**src/rtl/rsf_pkg.sv**
```systemverilog
package rsf_pkg;
    localparam int DATA_W = 32;

    typedef enum logic [1:0] {
        ST_IDLE = 2'd0,
        ST_COPY = 2'd1,
        ST_WAIT = 2'd2
    } rsf_state_e;

    // Number of word transfers for a size code.
    function automatic logic [2:0] words_for_size(input logic [2:0] sz);
        case (sz)
            3'd0, 3'd1, 3'd2: return 3'd1;
            3'd3:             return 3'd2;
            default:          return 3'd4;
        endcase
    endfunction
endpackage

```
**src/rtl/rsf_slot_match.sv**
```systemverilog
module rsf_slot_match #(
    parameter int NSLOT = 8,
    parameter int AW    = 32,
    parameter int RW    = 6,
    parameter int CW    = $clog2(NSLOT + 1)
) (
    input  logic [NSLOT-1:0]    slot_valid,
    input  logic [CW-1:0]       slot_count,
    input  logic [NSLOT*AW-1:0] slot_addr,
    input  logic [NSLOT*RW-1:0] slot_dst,
    input  logic [NSLOT-1:0]    slot_fp,
    input  logic [AW-1:0]       key,
    output logic                hit,
    output logic [RW-1:0]       hit_dst,
    output logic                hit_fp
);
    localparam int IW = (NSLOT > 1) ? $clog2(NSLOT) : 1;

    logic [NSLOT-1:0] elig;
    logic [IW-1:0]    sel;

    for (genvar g = 0; g < NSLOT; g++) begin : g_cmp
        assign elig[g] = slot_valid[g] && (CW'(g) < slot_count)
                      && (slot_addr[g*AW +: AW] == key);
    end

    // Descending walk: the last assignment is the lowest index.
    always_comb begin
        sel = '0;
        for (int i = NSLOT - 1; i >= 0; i--) begin
            if (elig[i]) sel = IW'(i);
        end
    end

    assign hit     = |elig;
    assign hit_dst = slot_dst[sel*RW +: RW];
    assign hit_fp  = slot_fp[sel];

    // the chosen slot is itself eligible and nothing below it is
    always_comb begin
        if (hit) begin
            lowest_sel_chk: assert (elig[sel] && ((elig & ((NSLOT'(1) << sel) - NSLOT'(1))) == '0));
        end
    end
endmodule

```
**src/rtl/rsf_data_mask.sv**
```systemverilog
module rsf_data_mask #(
    parameter int DW = 32
) (
    input  logic [2:0]    size,
    input  logic [DW-1:0] din,
    output logic [DW-1:0] dout
);
    always_comb begin
        case (size)
            3'd0:    dout = {{(DW-8){1'b0}},  din[7:0]};
            3'd1:    dout = {{(DW-16){1'b0}}, din[15:0]};
            default: dout = din;
        endcase
    end

    // narrow stores never carry upper bits
    always_comb begin
        if (size == 3'd0) begin
            byte_mask_chk: assert (dout[DW-1:8] == '0);
        end
    end
endmodule

```
**src/rtl/rsf_fwd_unit.sv**
```systemverilog
module rsf_fwd_unit #(
    parameter int NSLOT      = 8,
    parameter int AW         = 32,
    parameter int RW         = 6,
    parameter int LINE_BYTES = 32,
    parameter int CW         = $clog2(NSLOT + 1)
) (
    input  logic                         clk,
    input  logic                         rst_n,
    input  logic                         start,
    input  logic [AW-1:0]                st_addr,
    input  logic [2:0]                   st_size,
    input  logic [RW-1:0]                st_src_reg,
    input  logic                         st_src_fp,
    input  logic [NSLOT-1:0]             slot_valid,
    input  logic [CW-1:0]                slot_count,
    input  logic [NSLOT*AW-1:0]          slot_addr,
    input  logic [NSLOT*RW-1:0]          slot_dst,
    input  logic [NSLOT-1:0]             slot_fp,
    output logic [RW-1:0]                rd_reg,
    output logic                         rd_fp,
    input  logic [rsf_pkg::DATA_W-1:0]   rd_data,
    output logic                         wr_en,
    output logic                         wr_fp,
    output logic [RW-1:0]                wr_reg,
    output logic [rsf_pkg::DATA_W-1:0]   wr_data,
    output logic                         inv_req,
    output logic [AW-1:0]                inv_addr,
    input  logic                         inv_ack,
    output logic                         busy,
    output logic                         done
);
    import rsf_pkg::*;

    localparam int LINE_LSB = $clog2(LINE_BYTES);

    typedef struct packed {
        rsf_state_e    state;
        logic [2:0]    left;
        logic [RW-1:0] src;
        logic [RW-1:0] dst;
        logic          src_fp;
        logic          dst_fp;
        logic [2:0]    size;
        logic          inv;
        logic [AW-1:0] line;
        logic          done;
    } regs_t;

    regs_t q, d;

    logic          m_hit;
    logic [RW-1:0] m_dst;
    logic          m_fp;

    rsf_slot_match #(.NSLOT(NSLOT), .AW(AW), .RW(RW), .CW(CW)) match_i (
        .slot_valid (slot_valid),
        .slot_count (slot_count),
        .slot_addr  (slot_addr),
        .slot_dst   (slot_dst),
        .slot_fp    (slot_fp),
        .key        (st_addr),
        .hit        (m_hit),
        .hit_dst    (m_dst),
        .hit_fp     (m_fp)
    );

    rsf_data_mask #(.DW(DATA_W)) mask_i (
        .size (q.size),
        .din  (rd_data),
        .dout (wr_data)
    );

    always_comb begin
        d      = q;
        d.done = 1'b0;
        if (q.inv && inv_ack) d.inv = 1'b0;
        case (q.state)
            ST_IDLE: begin
                if (start) begin
                    if (m_hit) begin
                        d.state  = ST_COPY;
                        d.left   = words_for_size(st_size);
                        d.src    = st_src_reg;
                        d.dst    = m_dst;
                        d.src_fp = st_src_fp;
                        d.dst_fp = m_fp;
                        d.size   = st_size;
                        d.inv    = 1'b1;
                        d.line   = {st_addr[AW-1:LINE_LSB], {LINE_LSB{1'b0}}};
                    end else begin
                        d.done = 1'b1;
                    end
                end
            end
            ST_COPY: begin
                d.src  = q.src + RW'(1);
                d.dst  = q.dst + RW'(1);
                d.left = q.left - 3'd1;
                if (q.left == 3'd1) begin
                    if (!d.inv) begin
                        d.state = ST_IDLE;
                        d.done  = 1'b1;
                    end else begin
                        d.state = ST_WAIT;
                    end
                end
            end
            ST_WAIT: begin
                if (!d.inv) begin
                    d.state = ST_IDLE;
                    d.done  = 1'b1;
                end
            end
            default: d.state = ST_IDLE;
        endcase
    end

    always_ff @(posedge clk or negedge rst_n) begin
        if (!rst_n) begin
            q <= '{state: ST_IDLE, left: '0, src: '0, dst: '0, src_fp: 1'b0,
                   dst_fp: 1'b0, size: '0, inv: 1'b0, line: '0, done: 1'b0};
        end else begin
            q <= d;
        end
    end

    assign rd_reg   = q.src;
    assign rd_fp    = q.src_fp;
    assign wr_en    = (q.state == ST_COPY);
    assign wr_reg   = q.dst;
    assign wr_fp    = q.dst_fp;
    assign inv_req  = q.inv;
    assign inv_addr = q.line;
    assign busy     = (q.state != ST_IDLE);
    assign done     = q.done;


    inv_hold_chk: assert property (@(posedge clk) disable iff (!rst_n)
        inv_req && !inv_ack |=> inv_req && $stable(inv_addr));

    inv_drop_chk: assert property (@(posedge clk) disable iff (!rst_n)
        inv_req && inv_ack |=> !inv_req);

    done_idle_chk: assert property (@(posedge clk) disable iff (!rst_n)
        done |-> !busy && !wr_en && !inv_req);

    done_pulse_chk: assert property (@(posedge clk) disable iff (!rst_n)
        done |=> !done);

    write_busy_chk: assert property (@(posedge clk) disable iff (!rst_n)
        wr_en |-> busy);

    reg_step_chk: assert property (@(posedge clk) disable iff (!rst_n)
        wr_en && $past(wr_en) |-> wr_reg == $past(wr_reg) + RW'(1)
                               && rd_reg == $past(rd_reg) + RW'(1));

    file_stable_chk: assert property (@(posedge clk) disable iff (!rst_n)
        wr_en && $past(wr_en) |-> $stable(wr_fp) && $stable(rd_fp));

    miss_done_chk: assert property (@(posedge clk) disable iff (!rst_n)
        start && !busy && !m_hit |=> done && !inv_req && !wr_en);
endmodule

```
**config.mk**
```make
export PLATFORM = sky130hd
export DESIGN_NAME = rsf_fwd_unit
export DESIGN_NICKNAME = d
export VERILOG_FILES = /design/src/rtl/rsf_pkg.sv /design/src/rtl/rsf_slot_match.sv /design/src/rtl/rsf_data_mask.sv /design/src/rtl/rsf_fwd_unit.sv
export SDC_FILE = /design/constraint.sdc
export NUM_CORES = 1
export LEC_CHECK = 0
export ABC_AREA = 1
export BUFFER_PORTS_ARGS = -buffer_cell sky130_fd_sc_hd__buf_2
export CAP_MARGIN = 20
export CORE_AREA = 2 2 189 191
export DETAILED_ROUTE_END_ITERATION = 12
export DIE_AREA = 0 0 191 193
export GPL_ROUTABILITY_DRIVEN = 0
export MAX_ROUTING_LAYER = met4
export SETUP_SLACK_MARGIN = 0.3
export SLEW_MARGIN = 10
export SYNTH_ARGS = -nofsm -noshare
export SYNTH_HDL_FRONTEND = slang
export SYNTH_SLANG_ARGS = --single-unit
```
**constraint.sdc**
```tcl
create_clock -name clk -period 1.6 [get_ports clk]
set_input_delay 0.08 -clock clk [delete_from_list [all_inputs] [get_ports clk]]
set_output_delay 0.08 -clock clk [all_outputs]
set_load 0.02 [all_outputs]
```
==> results of run 1 <==
[power breakdown]
group          internal (mW)  switching (mW)
sequential              1.29        0.000508
combinational           1.09            1.27
clock                  0.588           0.526
total                   2.96            1.79
[per-layer routing]
| metal | vias up | track usage (%) | part of all wire (%) |
|---|---|---|---|
| met5 | - | - | 0 |
| met4 | 0 | 7.63 | 4.1 |
| met3 | 117 | 3.73 | 8.0 |
| met2 | 637 | 45.9 | 51 |
| met1 | 4934 | 28.2 | 37 |
| li1 | 5061 | - | - |
[final cells by class]
cell class / instances / area, sq um
diodes: 9 / 22.5
repair inverters: 2 / 16.3
well taps: 461 / 577
multi-input cells: 933 / 5780
repair buffers: 633 / 4450
fillers: 3705 / 21900
flip-flops and latches: 51 / 1280
inverters: 177 / 815
clock buffers: 6 / 129
clock inverters: 2 / 16.3
[critical path, delay by kind of cell]
family	cells	cell delay [ps]
AO/OA/AOI/OAI	1	60
buffers and inverters	4	520
AND/OR/NAND/NOR	17	1630
[repair_timing]
action | in CTS | in global routing
pin swaps | 80 | 77
gates resized for setup | 241 | 137
gates cloned | 7 | 9
setup buffers | 20 | 4
endpoints found under the setup margin | 75 | 76
endpoints found under the hold margin | 54 | 0
hold buffers | 4 | 0
[worst paths after layout]
path,startpoint,end,cells past startpoint
max,st_addr[14],wr_reg[5],22
min,st_src_reg[2],rd_reg[2],3
max reg2reg,q[55],inv_addr[29],7
min reg2reg,inv_addr[5],inv_addr[5],2
max in group asynchronous,rst_n,inv_addr[31],3
min in group asynchronous,rst_n,q[53],3
[layout by cell type, fill, tap and decap left out, types with 11 or more instances in the layout]
master    synthesis  layout
buf_12            0      27
nand2_1         367     337
nand3b_1         14      14
a21oi_1          20      11
nand2_2           4      23
buf_6             8      58
buf_2            25     409
nor2_1          121      74
dfrtp_1          51      51
nor2_2            4      17
inv_1           143     136
o22ai_1          25      23
xor2_1           47      44
o21ai_0          42      31
nand3_2           0      28
nand4_1          22      22
xnor2_2           0      13
o21ai_1          33      41
xnor2_1          54      39
buf_4            70     122
inv_4             0      13
nor3_1           24      14
nand3_1          73      43
a21oi_2           2      11
nor2_4            0      34
[through the flow]
step / instances / utilization [%] / area [sq um] / setup TNS, ps / power (mW)
after detailed placement: 2213 / 31.3 / 10900 / -56030 / 3.39
after global routing: 2273 / 37.4 / 13100 / -22140 / 5.02
final: 2274 / 37.4 / 13100 / -17070 / 4.76
after floorplan: 1264 / - / 7810 / -3530 / 2.27
after global placement: 2213 / 31.3 / 10900 / -57250 / 3.38
after CTS: 2252 / 35.4 / 12400 / -18350 / 4.69
[cells by family (layout without fill, tap and decap cells)]
logic type / count (synthesis) / in the layout / share of synthesized area, %
simple gates: 670 / 673 / 39.4
buf+inv: 283 / 820 / 19.2
compound gates: 150 / 150 / 11.8
xor+xnor: 101 / 101 / 11.9
flops: 51 / 51 / 17.1
fa+ha+maj: 4 / 4 / 0.672
other cells: 1 / 14 / 0.0503
==> key figures, run 1 <==
Outcome
  – Status: finished with violations
  – Failing checks: negative setup slack

Clock tree
  – Worst-Skew Late Latency: 300 ps
  – Clock transition at path regs: 70 ps
  – CTS root buf: clkbuf_16
  – Clock sinks: 51
  – Max clock buf depth: 2
  – CTS H-tree depth: 2
  – CTS Buf Count: 5
  – Clock tree from TritonCTS: built

Critical path
  – Top cell by count, worst path: nand2_2
  – Crit path max-delay cell type: buf_4
  – Arrival @ worst endpoint: 2310 ps
  – R2r setup slk: -180 ps
  – Crit end category: register
  – Cell Chain, Critical Path: buf_4, buf_4, nand2_1, nand2_2, nor2_4, nand2_1, nor2_1, nand3_2, nor2_2, nand2_2, nand2_2, nand2_2, nand2_4, nand2_8, nand2_8, buf_12, buf_16, nand3b_2, nand3_1, nand3_2, nand3_2, a21oi_2
  – Crit Path Class: in -> reg
  – Crit path launch type: primary input
  – WP data required: 1790 ps
  – CP max stage delay: 150 ps
  – Max FO, Critical Path: 6

Final layout
  – Layout cells sized above 1: 48.4%
  – Max reg flops: 27
  – Area Growth Syn to Fin: 75.6%
  – NumNets Final: 2209

Die
  – Initial core utilization: 21.3%
  – Die X: 191 um
  – DIE HEIGHT: 193 um
  – CORE AREA: 35000 sq um
  – Die area: 36900 sq um
  – Row count: 69
  – # IOs: 484

Routing
  – Detailed-route DRC error count: 0
  – Vias per cell: 4.73
  – Post-Route WL: 48100 um
  – Detailed Route Iter0 Violations: 535
  – DRT antenna net count: 0
  – Via count: 10700
  – Router iterations before antenna repair: 5
  – Wirelength per Cell: 21.1 um

STA
  – Fin. Hold Viols: 0
  – Final Cycle Share: 133%
  – Setup Viol. Count Final: 49
  – Fin Hold WS: 45.6 ps
  – Slew Limit Fails: 0
  – Final min period: 2120 ps
  – RSZ-0062 raised after global routing: true
  – Setup Skew: 10.2 ps
  – Fmax: 471 MHz
  – Fin worst setup slack: -521 ps
  – Rel. slew slack: 52.0%
  – Slew at the pin closest to its max-slew limit: 717 ps

GRT
  – Vias in the first global route: 10500
  – First-pass GRT wire length: 65500 um
  – GR Util All Layers: 25.1%
  – Pin count of the biggest net entering global routing: 46
  – Initial antenna violation count: 11
  – GRT overflow: 0

Synthesis
  – Synth warn: 0
  – Register area share after synthesis: 17.1%
  – Area contributors post-synth: nand2_1, dfrtp_1, inv_1, buf_4, xnor2_1
  – Post-synth top area share: 18.5%
  – Count leader, synth: nand2_1
  – Top FF cell, synth: dfrtp_1
  – Post-synth EDFFs: 0
  – Post-Synthesis Cells: 1260
  – #FFs+latches synth: 51
  – Ys async rst share: 100%
  – Area leader, netlist: nand2_1
  – Avg Cell Area, Syn: 5.91 sq um
  – Mapped Area: 7450 sq um
  – Most frequent cells after synthesis: nand2_1, inv_1, nor2_1
  – Synth cell types: 43

Job
  – Max-cap viol count: 0

Power
  – Power density over the cells: 364 nW/um^2
  – Peak VDD IR: 0.388 mV
  – P_leak: 6.93 nW

Placed design
  – Pre-CTS WS: -1260 ps
  – HPWL Detailed: 38500 um
  – Count of input and output buffers: 462

Min path
  – Hold crit path type: in -> reg
Power figures use the tool's default switching activity.
==> run 2: changes to the inputs <==
- CORE_AREA: 2 2 189 191 -> 2 2 187 189
- CTS_BUF_LIST: unset -> sky130_fd_sc_hd__clkbuf_4 sky130_fd_sc_hd__clkbuf_8
- DIE_AREA: 0 0 191 193 -> 0 0 189 191
==> run 2 against run 1 <==
  * The run still ends with negative setup slack left
  * Count of clock-buffer cells in the layout fell by 1
  * Worst setup slack gained 120 ps
  * Critical path depth did not move
  * Clock power shrank 23%
  * Sequential share of layout area is 0.45 points lower
  * Largest cell class unchanged
  * Die area is 2.1% lower
  * Critical endpoint is now wr_fp
  * Design area increased by 4.9%
  * Non-clock buffer count rose by 33
  * Flip-flop and latch count stayed put
  * Hold slack lost 9.2 ps
==> key figures, run 2 (synthesized netlist as in run 1, its figures left out) <==
Outcome
  – Status: finished with violations
  – Failing checks: negative setup slack

Critical path
  – Arrival @ worst endpoint: 2220 ps (-90 ps)
  – Crit end category: register
  – Critical Path Start: st_addr[12]
  – Cell Chain, Critical Path: buf_2, buf_12, xnor2_2, nand2_1, nor2_1, nand2_1, nor2_2, nand3_2, nand2_2, nand2_2, nand2_2, nand2_4, nand2_8, buf_12, nand2_8, buf_4, nand3_2, nand2_1, nand2_1, nand2_1, o211ai_2, nand2_1
  – Crit path launch type: primary input
  – R2r setup slk: -250 ps (-70 ps)
  – Crit Path Class: in -> reg
  – Crit path max-delay cell type: buf_12
  – WP data required: 1820 ps (+30 ps)
  – Top cell by count, worst path: nand2_1
  – CP max stage delay: 150 ps (about the same)
  – Max FO, Critical Path: 7 (+1)
  – Worst reg2reg startpoint: q[55]

Final layout
  – Most common cell after layout, fill and taps aside: buf_2
  – Area Growth Syn to Fin: 84.2%
  – Commonest cells after routing, fill and taps aside: buf_2, nand2_1, inv_1, buf_4, buf_6
  – Cell Count, Final, Fillers Out: 2306 (+1.4%)
  – Layout cells sized above 1: 51.0% (+2.6 points)
  – Max reg flops: 27 (unchanged)
  – NumNets Final: 2244 (+1.6%)

GRT
  – Pin count of the biggest net entering global routing: 52 (+13%)
  – First-pass GRT wire length: 70400 um (+7.6%)
  – Initial antenna violation count: 12 (+1)
  – GRT overflow: 0 (unchanged)
  – Vias in the first global route: 11000 (+5.0%)
  – GR Util All Layers: 27.5% (+2.4 points)

Routing
  – Detailed-route DRC error count: 0 (unchanged)
  – Vias per cell: 4.75 (+0.57%)
  – Detailed Route Iter0 Violations: 711 (+33%)
  – Router iterations before antenna repair: 6 (+1)
  – DRT antenna net count: 0 (unchanged)
  – Via count: 11000 (+2.0%)
  – Wirelength per Cell: 22.0 um (+4.0%)
  – Post-Route WL: 50700 um (+5.4%)

STA
  – Fmax: 501 MHz (+6.3%)
  – Final min period: 2000 ps (-125 ps)
  – Slew Limit Fails: 0 (unchanged)
  – Fin. Hold Viols: 0 (unchanged)
  – Slew at the pin closest to its max-slew limit: 699 ps (-18.0 ps)
  – RSZ-0062 raised after global routing: true
  – Setup Viol. Count Final: 50 (+2.0%)
  – Final Cycle Share: 125% (-7.8 points)
  – Setup Skew: 21.5 ps (+11.3 ps)
  – Fin worst setup slack: -396 ps (+125 ps)
  – Rel. slew slack: 53.2% (+1.2 points)
  – Fin Hold WS: 36.4 ps (-9.15 ps)

Clock tree
  – CTS Buf Count: 5 (unchanged)
  – Worst-Skew Late Latency: 330 ps (+30 ps)
  – CTS root buf: clkbuf_8
  – Max clock buf depth: 2 (unchanged)
  – Clock tree from TritonCTS: built
  – Clock transition at path regs: 110 ps (+40 ps)
  – Clock sinks: 51 (unchanged)
  – CTS H-tree depth: 2 (unchanged)

Power
  – Peak VDD IR: 0.285 mV (-26%)
  – Power density over the cells: 341 nW/um^2 (-6.4%)
  – Tot Pwr: 4.67 mW (-1.8%)
  – P_leak: 7.17 nW (+3.6%)

Die
  – Row count: 68 (-1.4%)
  – Die area: 36100 sq um (-2.1%)
  – # IOs: 484 (unchanged)
  – Die X: 189 um (-1.0%)
  – CORE AREA: 34100 sq um (-2.4%)
  – Initial core utilization: 21.8% (+0.53 points)
  – DIE HEIGHT: 191 um (-1.0%)

Job
  – Max-cap viol count: 0 (unchanged)

Min path
  – HP Start: inv_ack
  – Hold crit path type: in -> reg

Placed design
  – HPWL Detailed: 41300 um (+7.2%)
  – Inst Count DP: 2239 (+1.2%)
  – Count of input and output buffers: 462 (unchanged)
  – Pre-CTS WS: -1300 ps (-45.7 ps)
-- run 2: final timing paths --
check,cells after the start,endpoint
worst min register to register,2,inv_addr[7]
min in group asynchronous,3,rd_reg[4]
worst max register to register,7,inv_addr[18]
worst min-delay path,4,inv_req
max in group asynchronous,3,q[36]
worst max-delay path,22,wr_fp
-- run 2: per-stage QoR --
stage	area [sq um]	util (%)	setup TNS [ps]
floorplan	7810	-	-3530
detailed placement	11100	32.7	-58890
global placement	11100	32.7	-57620
global route	13700	40.2	-21620
finish	13700	40.2	-15650
CTS	13100	38.3	-14420
-- run 2: layout make-up --
class / count / area, sq um
clock buffer: 5 / 68.8
clock inverter: 3 / 28.8
fill: 3501 / 20400
sequential: 51 / 1280
tap: 455 / 569
timing repair inverter: 2 / 13.8
timing repair buffer: 666 / 4870
inverter: 177 / 823
multi-input combinational: 935 / 6050
antenna: 12 / 30.0
-- run 2: critical path, delay by kind of cell --
family | cells | cell delay, ps
compound gates | 1 | 150
xor+xnor | 1 | 130
buf+inv | 4 | 540
simple gates | 16 | 1300
-- run 2: routing by layer --
metal | track usage, % | part of all wire [%] | routed length, um
met1 | 28.8 | 36 | 18200
met3 | 4.74 | 7.7 | 3890
met4 | 14.2 | 6.5 | 3320
met2 | 49.6 | 50 | 25300
met5 | - | 0 | 0
-- run 2: report_power, final --
group          leakage (nW)  total [mW]  internal [mW]  switching (mW)
sequential            0.704        1.29           1.29        0.000373
combinational          6.42        2.53           1.20            1.33
clock                0.0503       0.856          0.326           0.530
total                  7.17        4.67           2.81            1.86
-- run 2: what timing repair did --
item / in CTS / in global routing
hold buffers: 9 / 0
endpoints found under the setup margin: 75 / 75
resized for setup: 356 / 124
hold endpoints to repair: 59 / 0
buffers inserted: 19 / 3
pin swaps: 89 / 77
gates cloned: 11 / 5
